<file path="config.mk">
export PLATFORM = sky130hd
export DESIGN_NAME = tdm_tx_gate
export DESIGN_NICKNAME = d
export VERILOG_FILES = /design/src/rtl/tdm_tx_pkg.sv /design/src/rtl/tdm_chan_select.sv /design/src/rtl/tdm_hold_buffer.sv /design/src/rtl/tdm_shifter.sv /design/src/rtl/tdm_tx_gate.sv
export SDC_FILE = /design/constraint.sdc
export NUM_CORES = 1
export LEC_CHECK = 0
export ABC_AREA = 1
export CAP_MARGIN = 25
export CELL_PAD_IN_SITES_DETAIL_PLACEMENT = 2
export CELL_PAD_IN_SITES_GLOBAL_PLACEMENT = 2
export CORE_UTILIZATION = 25
export CTS_BUF_LIST = sky130_fd_sc_hd__clkbuf_8 sky130_fd_sc_hd__clkbuf_16
export CTS_CLUSTER_DIAMETER = 150
export DETAILED_ROUTE_END_ITERATION = 10
export GPL_TIMING_DRIVEN = 0
export PLACE_DENSITY = 0.95
export SLEW_MARGIN = 5
export SYNTH_ARGS = -nofsm -noshare
export SYNTH_HDL_FRONTEND = slang
export SYNTH_SLANG_ARGS = --single-unit
</file>
<file path="constraint.sdc">
create_clock -name clk -period 3.7 [get_ports clk]
set_input_delay 0.555 -clock clk [delete_from_list [all_inputs] [get_ports clk]]
set_output_delay 0.555 -clock clk [all_outputs]
set_load 0.005 [all_outputs]
</file>
<file path="src/rtl/tdm_tx_pkg.sv">
package tdm_tx_pkg;
    typedef enum logic [1:0] {
        SEL_ALL     = 2'b00,
        SEL_TX_ONLY = 2'b01,
        SEL_MASK_TX = 2'b10,
        SEL_SYMM    = 2'b11
    } sel_mode_e;

    typedef enum logic {
        ST_IDLE  = 1'b0,
        ST_SHIFT = 1'b1
    } tx_state_e;

    localparam int NARROW_CHANS = 32;
endpackage

</file>
<file path="src/rtl/tdm_chan_select.sv">
module tdm_chan_select
    import tdm_tx_pkg::*;
#(
    parameter int NCH = 128,
    localparam int CW = $clog2(NCH)
) (
    input  logic [1:0]     mode,
    input  logic           wide_range,
    input  logic [CW-1:0]  chan,
    input  logic [NCH-1:0] tx_map,
    input  logic [NCH-1:0] rx_map,
    output logic           chan_en,
    output logic           chan_unmask
);
    logic in_range;
    logic tx_sel;
    logic rx_sel;

    always_comb begin
        in_range = wide_range ? 1'b1 : (chan < CW'(NARROW_CHANS));
        tx_sel   = in_range & tx_map[chan];
        rx_sel   = in_range & rx_map[chan];
        unique case (sel_mode_e'(mode))
            SEL_ALL:     begin chan_en = 1'b1;   chan_unmask = 1'b1;            end
            SEL_TX_ONLY: begin chan_en = tx_sel; chan_unmask = tx_sel;          end
            SEL_MASK_TX: begin chan_en = 1'b1;   chan_unmask = tx_sel;          end
            SEL_SYMM:    begin chan_en = rx_sel; chan_unmask = rx_sel & tx_sel; end
            default:     begin chan_en = 1'b0;   chan_unmask = 1'b0;            end
        endcase
    end

    // a disabled channel must never come out unmasked
    always_comb begin
        assert_unmask_needs_en_R7: assert (!chan_unmask || chan_en);
    end
endmodule

</file>
<file path="src/rtl/tdm_hold_buffer.sv">
module tdm_hold_buffer #(
    parameter int WW = 32
) (
    input  logic          clk,
    input  logic          rst_n,
    input  logic          wr,
    input  logic [WW-1:0] wr_data,
    input  logic          load_req,
    input  logic          irq_on_ready,
    output logic [WW-1:0] load_word,
    output logic          tx_ready,
    output logic          dma_req,
    output logic          irq,
    output logic          underrun,
    output logic          tx_empty
);
    logic [WW-1:0] hold_q;
    logic [WW-1:0] last_q;
    logic          full_q;

    assign load_word = full_q ? hold_q : last_q;
    assign tx_ready  = ~full_q;

    always_ff @(posedge clk or negedge rst_n) begin
        if (!rst_n) begin
            hold_q   <= '0;
            last_q   <= '0;
            full_q   <= 1'b0;
            dma_req  <= 1'b0;
            irq      <= 1'b0;
            underrun <= 1'b0;
            tx_empty <= 1'b1;
        end else begin
            dma_req  <= 1'b0;
            irq      <= 1'b0;
            underrun <= 1'b0;
            if (load_req) begin
                if (full_q) begin
                    last_q   <= hold_q;
                    full_q   <= 1'b0;
                    dma_req  <= 1'b1;
                    irq      <= irq_on_ready;
                    tx_empty <= 1'b0;
                end else begin
                    underrun <= 1'b1;
                    tx_empty <= 1'b1;
                end
            end
            if (wr) begin
                hold_q <= wr_data;
                full_q <= 1'b1;
            end
        end
    end

    assert_copy_xor_underrun_R10: assert property (@(posedge clk) disable iff (!rst_n)
        $onehot0({dma_req, underrun}));

    assert_irq_with_dma_R9: assert property (@(posedge clk) disable iff (!rst_n)
        irq |-> dma_req);

    assert_dma_from_slot_R8: assert property (@(posedge clk) disable iff (!rst_n)
        load_req |=> (dma_req || underrun));
endmodule

</file>
<file path="src/rtl/tdm_shifter.sv">
module tdm_shifter #(
    parameter int WW = 32,
    localparam int BW = $clog2(WW)
) (
    input  logic          clk,
    input  logic          rst_n,
    input  logic          slot_start,
    input  logic          chan_en,
    input  logic          chan_unmask,
    input  logic          go_idle,
    input  logic          shift_en,
    input  logic [BW-1:0] word_len_m1,
    input  logic [WW-1:0] load_word,
    output logic          ser_data,
    output logic          ser_oe
);
    logic [WW-1:0] sr_q;
    logic [BW-1:0] align;

    assign align    = BW'(WW - 1) - word_len_m1;
    assign ser_data = ser_oe & sr_q[WW-1];

    always_ff @(posedge clk or negedge rst_n) begin
        if (!rst_n) begin
            sr_q   <= '0;
            ser_oe <= 1'b0;
        end else if (slot_start) begin
            ser_oe <= chan_unmask;
            if (chan_en) sr_q <= load_word << align;
        end else if (go_idle) begin
            ser_oe <= 1'b0;
        end else if (shift_en && ser_oe) begin
            sr_q <= sr_q << 1;
        end
    end
endmodule

</file>
<file path="src/rtl/tdm_tx_gate.sv">
module tdm_tx_gate
    import tdm_tx_pkg::*;
#(
    parameter int NCH = 128,
    parameter int WW  = 32,
    localparam int CW = $clog2(NCH),
    localparam int BW = $clog2(WW)
) (
    input  logic           clk,
    input  logic           rst_n,
    input  logic           fsync,
    input  logic [BW-1:0]  word_len_m1,
    input  logic [CW-1:0]  frame_len_m1,
    input  logic [1:0]     mode,
    input  logic           wide_range,
    input  logic [NCH-1:0] tx_en_map,
    input  logic [NCH-1:0] rx_en_map,
    input  logic           irq_on_ready,
    input  logic           hold_wr,
    input  logic [WW-1:0]  hold_word,
    output logic           ser_data,
    output logic           ser_oe,
    output logic           tx_ready,
    output logic           dma_req,
    output logic           irq,
    output logic           underrun,
    output logic           tx_empty
);
    tx_state_e     state_q, state_d;
    logic [CW-1:0] chan_q;
    logic [BW-1:0] bit_q;

    logic          word_end, frame_end, slot_start, go_idle, shift_en;
    logic [CW-1:0] sel_chan;
    logic          chan_en, chan_unmask;
    logic [WW-1:0] load_word;

    // state register
    always_ff @(posedge clk or negedge rst_n) begin
        if (!rst_n) state_q <= ST_IDLE;
        else        state_q <= state_d;
    end

    // next state and per-cycle control outputs
    always_comb begin
        word_end   = (state_q == ST_SHIFT) && (bit_q == word_len_m1);
        frame_end  = word_end && (chan_q == frame_len_m1);
        slot_start = fsync || (word_end && !frame_end);
        sel_chan   = fsync ? '0 : chan_q + 1'b1;
        go_idle    = 1'b0;
        shift_en   = 1'b0;
        state_d    = state_q;
        unique case (state_q)
            ST_IDLE: begin
                if (fsync) state_d = ST_SHIFT;           // FRAME_SYNC
            end
            ST_SHIFT: begin
                shift_en = 1'b1;
                if (fsync) state_d = ST_SHIFT;           // FRAME_SYNC
                else if (frame_end) begin                // FRAME_DONE
                    state_d = ST_IDLE;
                    go_idle = 1'b1;
                end                                      // NEXT_SLOT otherwise
            end
            default: state_d = ST_IDLE;
        endcase
    end

    // slot and bit counters
    always_ff @(posedge clk or negedge rst_n) begin
        if (!rst_n) begin
            chan_q <= '0;
            bit_q  <= '0;
        end else if (fsync) begin
            chan_q <= '0;
            bit_q  <= '0;
        end else if (state_q == ST_SHIFT) begin
            if (word_end) begin
                bit_q <= '0;
                if (!frame_end) chan_q <= sel_chan;
            end else begin
                bit_q <= bit_q + 1'b1;
            end
        end
    end

    tdm_chan_select #(.NCH(NCH)) u_select (
        .mode        (mode),
        .wide_range  (wide_range),
        .chan        (sel_chan),
        .tx_map      (tx_en_map),
        .rx_map      (rx_en_map),
        .chan_en     (chan_en),
        .chan_unmask (chan_unmask)
    );

    tdm_hold_buffer #(.WW(WW)) u_hold (
        .clk          (clk),
        .rst_n        (rst_n),
        .wr           (hold_wr),
        .wr_data      (hold_word),
        .load_req     (slot_start && chan_en),
        .irq_on_ready (irq_on_ready),
        .load_word    (load_word),
        .tx_ready     (tx_ready),
        .dma_req      (dma_req),
        .irq          (irq),
        .underrun     (underrun),
        .tx_empty     (tx_empty)
    );

    tdm_shifter #(.WW(WW)) u_shift (
        .clk         (clk),
        .rst_n       (rst_n),
        .slot_start  (slot_start),
        .chan_en     (chan_en),
        .chan_unmask (chan_unmask),
        .go_idle     (go_idle),
        .shift_en    (shift_en),
        .word_len_m1 (word_len_m1),
        .load_word   (load_word),
        .ser_data    (ser_data),
        .ser_oe      (ser_oe)
    );

    // output enable only changes at a slot boundary
    assert_oe_steady_in_slot_R7: assert property (@(posedge clk) disable iff (!rst_n)
        (state_q == ST_SHIFT && !word_end && !fsync) |=> $stable(ser_oe));

    // nothing is driven between frames
    assert_idle_no_drive_R11: assert property (@(posedge clk) disable iff (!rst_n)
        (state_q == ST_IDLE && !fsync) |=> !ser_oe);
endmodule

</file>
# Yosys cells after proc, flatten, opt, wreduce, memory -nomap -nowiden
# Index checks and enable logic that the tools add are counted.
[word_totals]
reg_bits = 115
input_bits = 308
output_inout_bits = 7
[op_classes]
addsub = 3
order_cmp = 2
n_eq_ne = 8
shifts = 1
n_mux = 38
bitwise_logic = 6
n_reduce_logical = 17
[ops]
columns = ["op", "count"]
rows = [
  ["$mux 32", 5],
  ["$mux 7", 5],
  ["$shl 32x5->32", 1],
  ["$mux 1", 20],
  ["$mux 5", 3],
  ["$bmux 1 s7", 2],
  ["$reduce_bool 2->1", 5],
  ["$lt 7x8->1 const B", 1],
  ["$add 7x1->7 const B", 1],
  ["$eq 7x7->1", 1],
  ["$lt 7x6->1 const B", 1],
  ["$pmux 1 s3", 2],
  ["$reduce_and 3->1", 2],
  ["$add 5x1->5 const B", 1],
  ["$eq 5x5->1", 1],
  ["$logic_and 1x1->1", 5],
  ["$sub 5x5->5 const A", 1],
  ["$and 1x1->1", 4],
  ["$eq 2x2->1 const B", 2],
  ["$ne 2x2->1 const B", 2],
  ["$reduce_or 2->1", 2],
  ["$eq 2x1->1 const B", 1],
  ["$logic_not 2->1", 1],
  ["$ne 2x1->1 const B", 1],
  ["4 further kinds", 5],
]

# Logic depth before layout (Yosys ltp)
# Gate-level depths: netlist (run 1).
[logic_depth]
ltp_word = 9
mapped_depth = 20
ltp_nobuf = 17

# By module
# Synthesis (run 1) repeated with hierarchy kept, for this count alone.
[hier_totals]
hier_cells = 1661
area_unflattened_um2 = 9830.7
[by_module_without_submodules]
columns = ["module", "n_inst", "cells_per_inst", "area_each_um2"]
rows = [
  ["tdm_shifter", 1, 502, 3075.4],
  ["tdm_hold_buffer", 1, 392, 3039.2],
  ["tdm_chan_select", 1, 602, 2685.1],
  ["tdm_tx_gate", 1, 165, 1031.0],
]

# Worst setup path before layout (run 1)
# No wires, ideal clock.
[synth_timing]
path_type = "reg2reg"
from = "reg chan_q[1]"
to = "reg u_hold.last_q[0]"
setup_ns = 0.131
arrival_ns = 2.264
required_time_ns = 3.569
slack_ns = 1.305
stages_incl_launch_ff = 20
synth_period_minus_slack_ns = 2.395
cell_sequence = "dfrtp_1 -> ha_1 -> nand2_4 -> inv_2 -> buf_4 -> buf_2 -> nand3_1 -> nand3_1 -> nand3_1 -> nand3_1 -> nand3_1 -> nand2_1 -> nor2_1 -> nand2_1 -> nand2_1 -> nand3_2 -> buf_6 -> buf_2 -> nand2_1 -> o21ai_1"
[synth_via]
elab_chain_cells = 7
[synth_rtl]
columns = ["element", "line_no", "text"]
rows = [
  ["from (decl)", "tdm_tx_gate.sv:30", "logic [CW-1:0] chan_q;"],
  ["from (signal assigned)", "tdm_tx_gate.sv:80", "if (!frame_end) chan_q <= sel_chan;"],
  ["$add 7x1->7", "tdm_tx_gate.sv:49", "sel_chan = fsync ? '0 : chan_q + 1'b1;"],
  ["$mux 7", "tdm_tx_gate.sv:49", ""],
  ["$bmux 1 s7, or another cell as far along", "tdm_chan_select.sv:22", "rx_sel = in_range & rx_map[chan];"],
  ["$mux 1 (on tied branches)", "tdm_chan_select.sv:22, tdm_chan_select.sv:20, tdm_chan_select.sv:21", ""],
  ["$and 1x1->1 (on tied branches)", "tdm_chan_select.sv:22, tdm_chan_select.sv:21", ""],
  ["$pmux 1 s3", "tdm_chan_select.sv:23", "unique case (sel_mode_e'(mode))"],
  ["$logic_and 1x1->1 *", "tdm_tx_gate.sv:102", ".load_req (slot_start && chan_en),"],
  ["to (signal assigned)", "tdm_hold_buffer.sv:39", "last_q <= hold_q;"],
  ["to (decl)", "tdm_hold_buffer.sv:18", "logic [WW-1:0] last_q;"],
]
# Every way passes the cells marked *; elsewhere a longest branch is shown, timed or not. The select of a mux whose other input is x is not followed.
# A chain may end at the register's enable or synchronous reset.

# Worst setup path in the final report (run 1)
[layout_timing]
from = "in fsync"
to = "reg u_hold.last_q[20]"
[layout_via]
elab_chain_cells = 6
[layout_rtl]
columns = ["element", "line_no", "text"]
rows = [
  ["from (decl)", "tdm_tx_gate.sv:11", "input logic fsync,"],
  ["$mux 7", "tdm_tx_gate.sv:49", ""],
  ["$bmux 1 s7, or another cell as far along", "tdm_chan_select.sv:22", ""],
  ["$mux 1 (on tied branches)", "tdm_chan_select.sv:22, tdm_chan_select.sv:20, tdm_chan_select.sv:21", ""],
  ["$and 1x1->1 (on tied branches)", "tdm_chan_select.sv:22, tdm_chan_select.sv:21", ""],
  ["$pmux 1 s3", "tdm_chan_select.sv:23", ""],
  ["$logic_and 1x1->1 *", "tdm_tx_gate.sv:102", ""],
]
# Marks and branches as above.

==> flow_summary.json, run 1 <==
{
  "slew_viol_final": 0,
  "worstMarginPinSlew_ps": 756,
  "synthCells": 1527,
  "power_leakage_nw": 6.39,
  "cts_buffers": 17,
  "holdWs_ps": 506,
  "drive_gt1_share_pct": 6.46,
  "detailed_place_hpwl_mm": 42.3,
  "first_global_vias": 13867,
  "vias": 12519,
  "setup_violations": 0,
  "first_pass_iters": 5,
  "antenna_found_initial": 10,
  "power_switching_mw": 2.23,
  "routed_via_density": 5.33,
  "cts_sinks": 115,
  "switching_share_pct": 39.2,
  "clock_latency_ps": 450,
  "syn_avg_cell_area_um2": 6.13,
  "core_area_um2": 36700,
  "wirelength_mm": 55.1,
  "startpoint_type": "input port",
  "finalHoldViolations": 0,
  "synthFlopType": "dfrtp_1",
  "max_freq_ghz": 0.288,
  "start_util_pct": 25.5,
  "ys_async_sr_fraction_pct": 100,
  "htree_levels": 4,
  "power.density_nw_per_um2": 412,
  "fin_util_pct": 37.5,
  "cp-end-kind": "flip-flop",
  "boundaryPins": 315,
  "grt.overflow.total": 0,
  "grt_usage_pct": 28.6,
  "grt_max_degree": 91,
  "globalplace.congestion": 0.922,
  "clk_pin_slew_ps": 60,
  "period_needed_ps": 3470,
  "synth-edff-count": 0,
  "vdd_drop_max_mv": 0.296,
  "yosysSeqAreaShare_pct": 30.8,
  "required_ps": 4020,
  "port_buffers": 313,
  "dieWidth_um": 195,
  "setup_ws_ps": 225,
  "clock_path_buffers": 2,
  "die_area_um2": 38200,
  "ant_nets": 0,
  "worstPathArrival_ps": 3800,
  "route.detailed.drc": 0,
  "p_clk_share_pct": 31.9,
  "fp.dieH_um": 195,
  "pre_cts_slack_ps": -456,
  "dr.first_iter.drc_count": 604,
  "synth_area_um2": 9360,
  "tns_ps": 0,
  "fin_crit_sh_pct": 93.9,
  "syn_to_final_growth_pct": 47.1,
  "fp-row-count": 70,
  "status": "complete, no violations",
  "fin_skew_ps": 15.9,
  "tritoncts": "done",
  "nets": 2175,
  "rsz0062_at_grt": "no",
  "drt-wirelength-per-cell_um": 23.5,
  "synth_cell_types": 40,
  "intPower_mw": 3.45,
  "crit_type": "input port to flip-flop",
  "grt_pass1_wl_mm": 83.7,
  "ys_seq_elements": 115,
  "maxSlewHeadroom_pct": 49.6,
  "power_frac_seq_pct": 29.9,
  "max_cap_viol_count": 0,
  "syn_nets": 1842,
  "comb_power_share_pct": 38.3,
  "ys.warnings.count": 0,
  "cts-root-buf": "clkbuf_16",
  "worstPathMaxFanout": 10,
  "hold_path.class": "flip-flop to flip-flop"
}
[layer usage]
metal / wire length [um] / track usage, % / vias to the layer above
li1: - / - / 5683
met1: 22500 / 33.1 / 6353
met2: 28200 / 52.4 / 368
met3: 2560 / 4.91 / 111
met4: 1830 / 10.5 / 4
met5: 24 / 0 / -
[cell type report]
type / count / area (um2)
fill: 4380 / 22900
multi-input combinational: 1230 / 5700
timing repair buffer: 315 / 3170
sequential: 115 / 2880
tap: 468 / 586
buffer: 109 / 512
clock buffer: 19 / 453
inverter: 72 / 273
clock inverter: 13 / 174
antenna: 8 / 20.0
[path summary, 6_finish.rpt]
kind	startpoint	end	slack, ps	cells after the start
setup / recovery	fsync	u_hold.last_q[20]	230	17
hold / removal	u_hold.last_q[4]	u_hold.last_q[4]	510	2
setup reg to reg	chan_q[1]	u_hold.last_q[20]	330	17
hold reg to reg	u_hold.last_q[4]	u_hold.last_q[4]	510	2
max in group asynchronous	rst_n	u_hold.last_q[6]	2370	3
min in group asynchronous	rst_n	u_shift.sr_q[26]	550	2
[cell usage in the layout (no fill, tap or decap), types with 9 or more instances in the layout]
cell type / netlist / final
inv_1: 67 / 67
buf_4: 9 / 9
o21ai_1: 32 / 32
clkbuf_16: 0 / 17
a22o_1: 13 / 13
o211ai_1: 10 / 10
nand2_1: 641 / 641
buf_2: 37 / 36
a21oi_1: 10 / 10
clkdlybuf4s50_1: 0 / 312
clkbuf_1: 52 / 48
o21ai_0: 101 / 101
mux2i_1: 11 / 11
dfrtp_1: 114 / 114
nand3_1: 298 / 298
mux2_2: 21 / 21
buf_1: 10 / 9
nor2_1: 47 / 47
[registers in the layout, indices dropped and copies added, names as in the netlist]
name,count
u_hold.hold_q,32
u_hold.last_q,32
u_shift.sr_q,32
chan_q,7
bit_q,5
state_q,1
u_hold.dma_req,1
u_hold.full_q,1
u_hold.irq,1
u_hold.tx_empty,1
u_hold.underrun,1
u_shift.ser_oe,1
[Yosys cell counts (all sizes together) (10+ instances only)]
library cell,count,share of area [%]
a21oi,10,0.53
a22o,13,1.2
buf,58,3.3
clkbuf,52,2.1
dfrtp,114,30
inv,72,2.9
mux2,21,2.5
mux2i,11,1.2
nand2,642,26
nand3,300,16
nor2,49,2.1
o211ai,10,0.80
o21ai,133,7.1
[logic make-up (layout without fill, tap and decap cells)]
| family | Yosys count | in the layout | share of synthesized area [%] |
|---|---|---|---|
| simple gates | 1002 | 1002 | 44.8 |
| flops | 115 | 115 | 30.8 |
| fa+ha+maj | 7 | 7 | 0.936 |
| xor+xnor | 6 | 6 | 0.561 |
| mux | 32 | 32 | 3.70 |
| other cells | 0 | 8 | 0 |
| buf+inv | 182 | 528 | 8.32 |
| compound gates | 183 | 183 | 11.0 |
[worst max-delay path, stage by stage]
cell             delay [ps]
clkdlybuf4s50_1         610
inv_4                   130
nand3_2                 250
clkbuf_1                520
nand3_1                 230
nand3_1                 180
nand3_1                  90
nand3_1                  80
nand2_1                  60
nor2_1                  150
nand2_1                  80
nand2_1                 100
nand3_2                 130
buf_6                   190
buf_2                   200
nand2_1                 130
o21ai_1                  90
[per-stage QoR]
stage / cell area [um2] / std cells / power [mW]
after global routing: 13800 / 2349 / 5.94
final: 13800 / 2349 / 5.67
after detailed placement: 13100 / 2309 / 3.79
after global placement: 13100 / 2308 / 3.63
after CTS: 13700 / 2342 / 5.68
after floorplan: 9360 / 1527 / 2.79
[repair_timing]
| item | in CTS | in global routing |
|---|---|---|
| resized for setup | 1 | 7 |
| setup endpoints to repair | 1 | 60 |
| buffers inserted | 0 | 0 |
| endpoints found under the hold margin | 25 | 0 |
| hold buffers | 1 | 0 |
[power groups by stage]
| stage | clock network (mW) | registers [mW] | logic, mW |
|---|---|---|---|
| floorplan | 0 | 1.62 | 1.17 |
| global placement | 0 | 1.65 | 1.98 |
| detailed placement | 0 | 1.69 | 2.11 |
| CTS | 1.83 | 1.68 | 2.17 |
| global route | 1.86 | 1.71 | 2.37 |
| finish | 1.81 | 1.70 | 2.17 |
Power figures use the tool's default switching activity.
==> inputs of run 2 (changes only) <==
- PLACE_DENSITY: 0.95 -> 0.84
==> run 2 against run 1 <==
Largest cell class unchanged; largest power group unchanged; clock skew increased by 0.73 ps; design area increased by 0.21%; sequential cell count stayed put; combinational power barely moved.
==> flow_summary.json, run 2 (synthesis gave the netlist of run 1 again) <==
{
  "grt.overflow.total": 0,
  "fin_crit_sh_pct": 96.5,
  "reg_top3": "u_hold.hold_q x32, u_hold.last_q x32, u_shift.sr_q x32",
  "grt_pass1_wl_mm": 83.9,
  "finalHoldViolations": 0,
  "maxSlewHeadroom_pct": 51.0,
  "ant_nets": 0,
  "setup_ws_ps": 131,
  "grt_usage_pct": 28.8,
  "post_cts_buffers": 0,
  "holdWs_ps": 82.7,
  "nets": 2175,
  "dr.first_iter.drc_count": 575,
  "core_area_um2": 36700,
  "layout_common_cells": "nand2_1 (641), clkdlybuf4s50_1 (312), nand3_1 (298), dfrtp_1 (114), o21ai_0 (100)",
  "htree_levels": 4,
  "cts_sinks": 115,
  "worstMarginPinSlew_ps": 727,
  "place_inst": 2309,
  "tns_ps": 0,
  "cp-end-kind": "flip-flop",
  "slew_viol_final": 0,
  "fin_skew_ps": 16.6,
  "ctsResizeCount": 1,
  "cts_buffers": 17,
  "power.density_nw_per_um2": 414,
  "fp-row-count": 70,
  "cts_hold_buf": 0,
  "antenna_found_initial": 12,
  "globalplace.congestion": 0.945,
  "wirelength_mm": 54.6,
  "worstPathMaxFanout": 10,
  "max_freq_ghz": 0.280,
  "route.detailed.drc": 0,
  "die_area_um2": 38200,
  "max_cap_viol_count": 0,
  "drt-wirelength-per-cell_um": 23.2,
  "final_common_cell": "nand2_1",
  "required_ps": 4040,
  "routed_via_density": 5.18,
  "syn_to_final_growth_pct": 47.4,
  "dieWidth_um": 195,
  "cts-root-buf": "clkbuf_16",
  "stdcell_count": 2353,
  "vias": 12186,
  "grt_max_degree": 64,
  "setup_violations": 0,
  "startpoint_type": "input port",
  "status": "complete, no violations",
  "start_util_pct": 25.5,
  "clock_path_buffers": 2,
  "hold_path.class": "input port to async pin",
  "first_global_vias": 13729,
  "vdd_drop_max_mv": 0.256,
  "detailed_place_hpwl_mm": 42.3,
  "port_buffers": 313,
  "clk_pin_slew_ps": 60,
  "fp.dieH_um": 195,
  "power_leakage_nw": 6.41,
  "tritoncts": "done",
  "period_needed_ps": 3570,
  "clock_latency_ps": 440,
  "boundaryPins": 315,
  "drive_gt1_share_pct": 6.35,
  "crit_type": "input port to flip-flop",
  "worstPathArrival_ps": 3910,
  "pre_cts_slack_ps": -500,
  "first_pass_iters": 5
}
[run 2: per-stage QoR]
stage               instance area [um2]  utilization [%]  power (mW)
floorplan                          9360                -        2.79
global placement                  13100             35.6        3.66
detailed placement                13100             35.7        3.77
CTS                               13800             37.5        5.74
global route                      13800             37.6        6.02
finish                            13800             37.6        5.72
[run 2: critical path, stage by stage]
cell	delay, ps
clkdlybuf4s50_1	510
inv_2	240
nand2_4	180
inv_2	120
buf_4	200
buf_2	290
nand3_1	210
nand3_1	150
nand3_1	110
nand3_1	90
nand3_1	90
nand2_1	100
nand2_1	60
nand2_1	90
nand2_1	100
nand3_2	110
buf_6	170
buf_2	260
nand2_1	100
o21ai_1	130
[run 2: path summary, 6_finish.rpt]
| path | cells after the start | from | slack [ps] | endpoint |
|---|---|---|---|---|
| setup / recovery | 20 | fsync | 130 | u_hold.last_q[21] |
| hold / removal | 1 | rst_n | 80 | u_shift.sr_q[13] |
| setup reg to reg | 17 | chan_q[0] | 260 | u_hold.last_q[21] |
| hold reg to reg | 2 | u_hold.last_q[2] | 510 | u_hold.last_q[2] |
| max in group asynchronous | 2 | rst_n | 2850 | u_hold.tx_empty |
| min in group clk | 2 | u_hold.last_q[2] | 510 | u_hold.last_q[2] |
[run 2: area by class of cell]
class	instances	area (um2)
fill	4436	22900
multi-input combinational	1230	5700
timing repair buffer	314	3160
sequential	115	2880
tap	468	586
buffer	110	514
clock buffer	17	425
inverter	72	270
clock inverter	15	230
antenna	12	30.0
[run 2: power breakdown]
part / switching [mW] / internal, mW
clock network: 0.696 / 1.20
logic: 1.31 / 0.840
registers: 0.168 / 1.50
[run 2: per-layer routing]
layer / GRT usage, % / vias up / routed length, um / share of wire, %
met5: 0 / - / 0 / 0
met4: 8.95 / 0 / 1280 / 2.3
met3: 4.46 / 66 / 2290 / 4.2
met2: 52.6 / 273 / 28100 / 51
met1: 34.3 / 6167 / 22900 / 42
li1: - / 5680 / - / -
==> inputs of run 3 (changes only) <==
- ABC_CLOCK_PERIOD_IN_PS: unset -> 3700
==> results of run 3 <==
Final layout, timing and power as in run 2 (identical DEF).
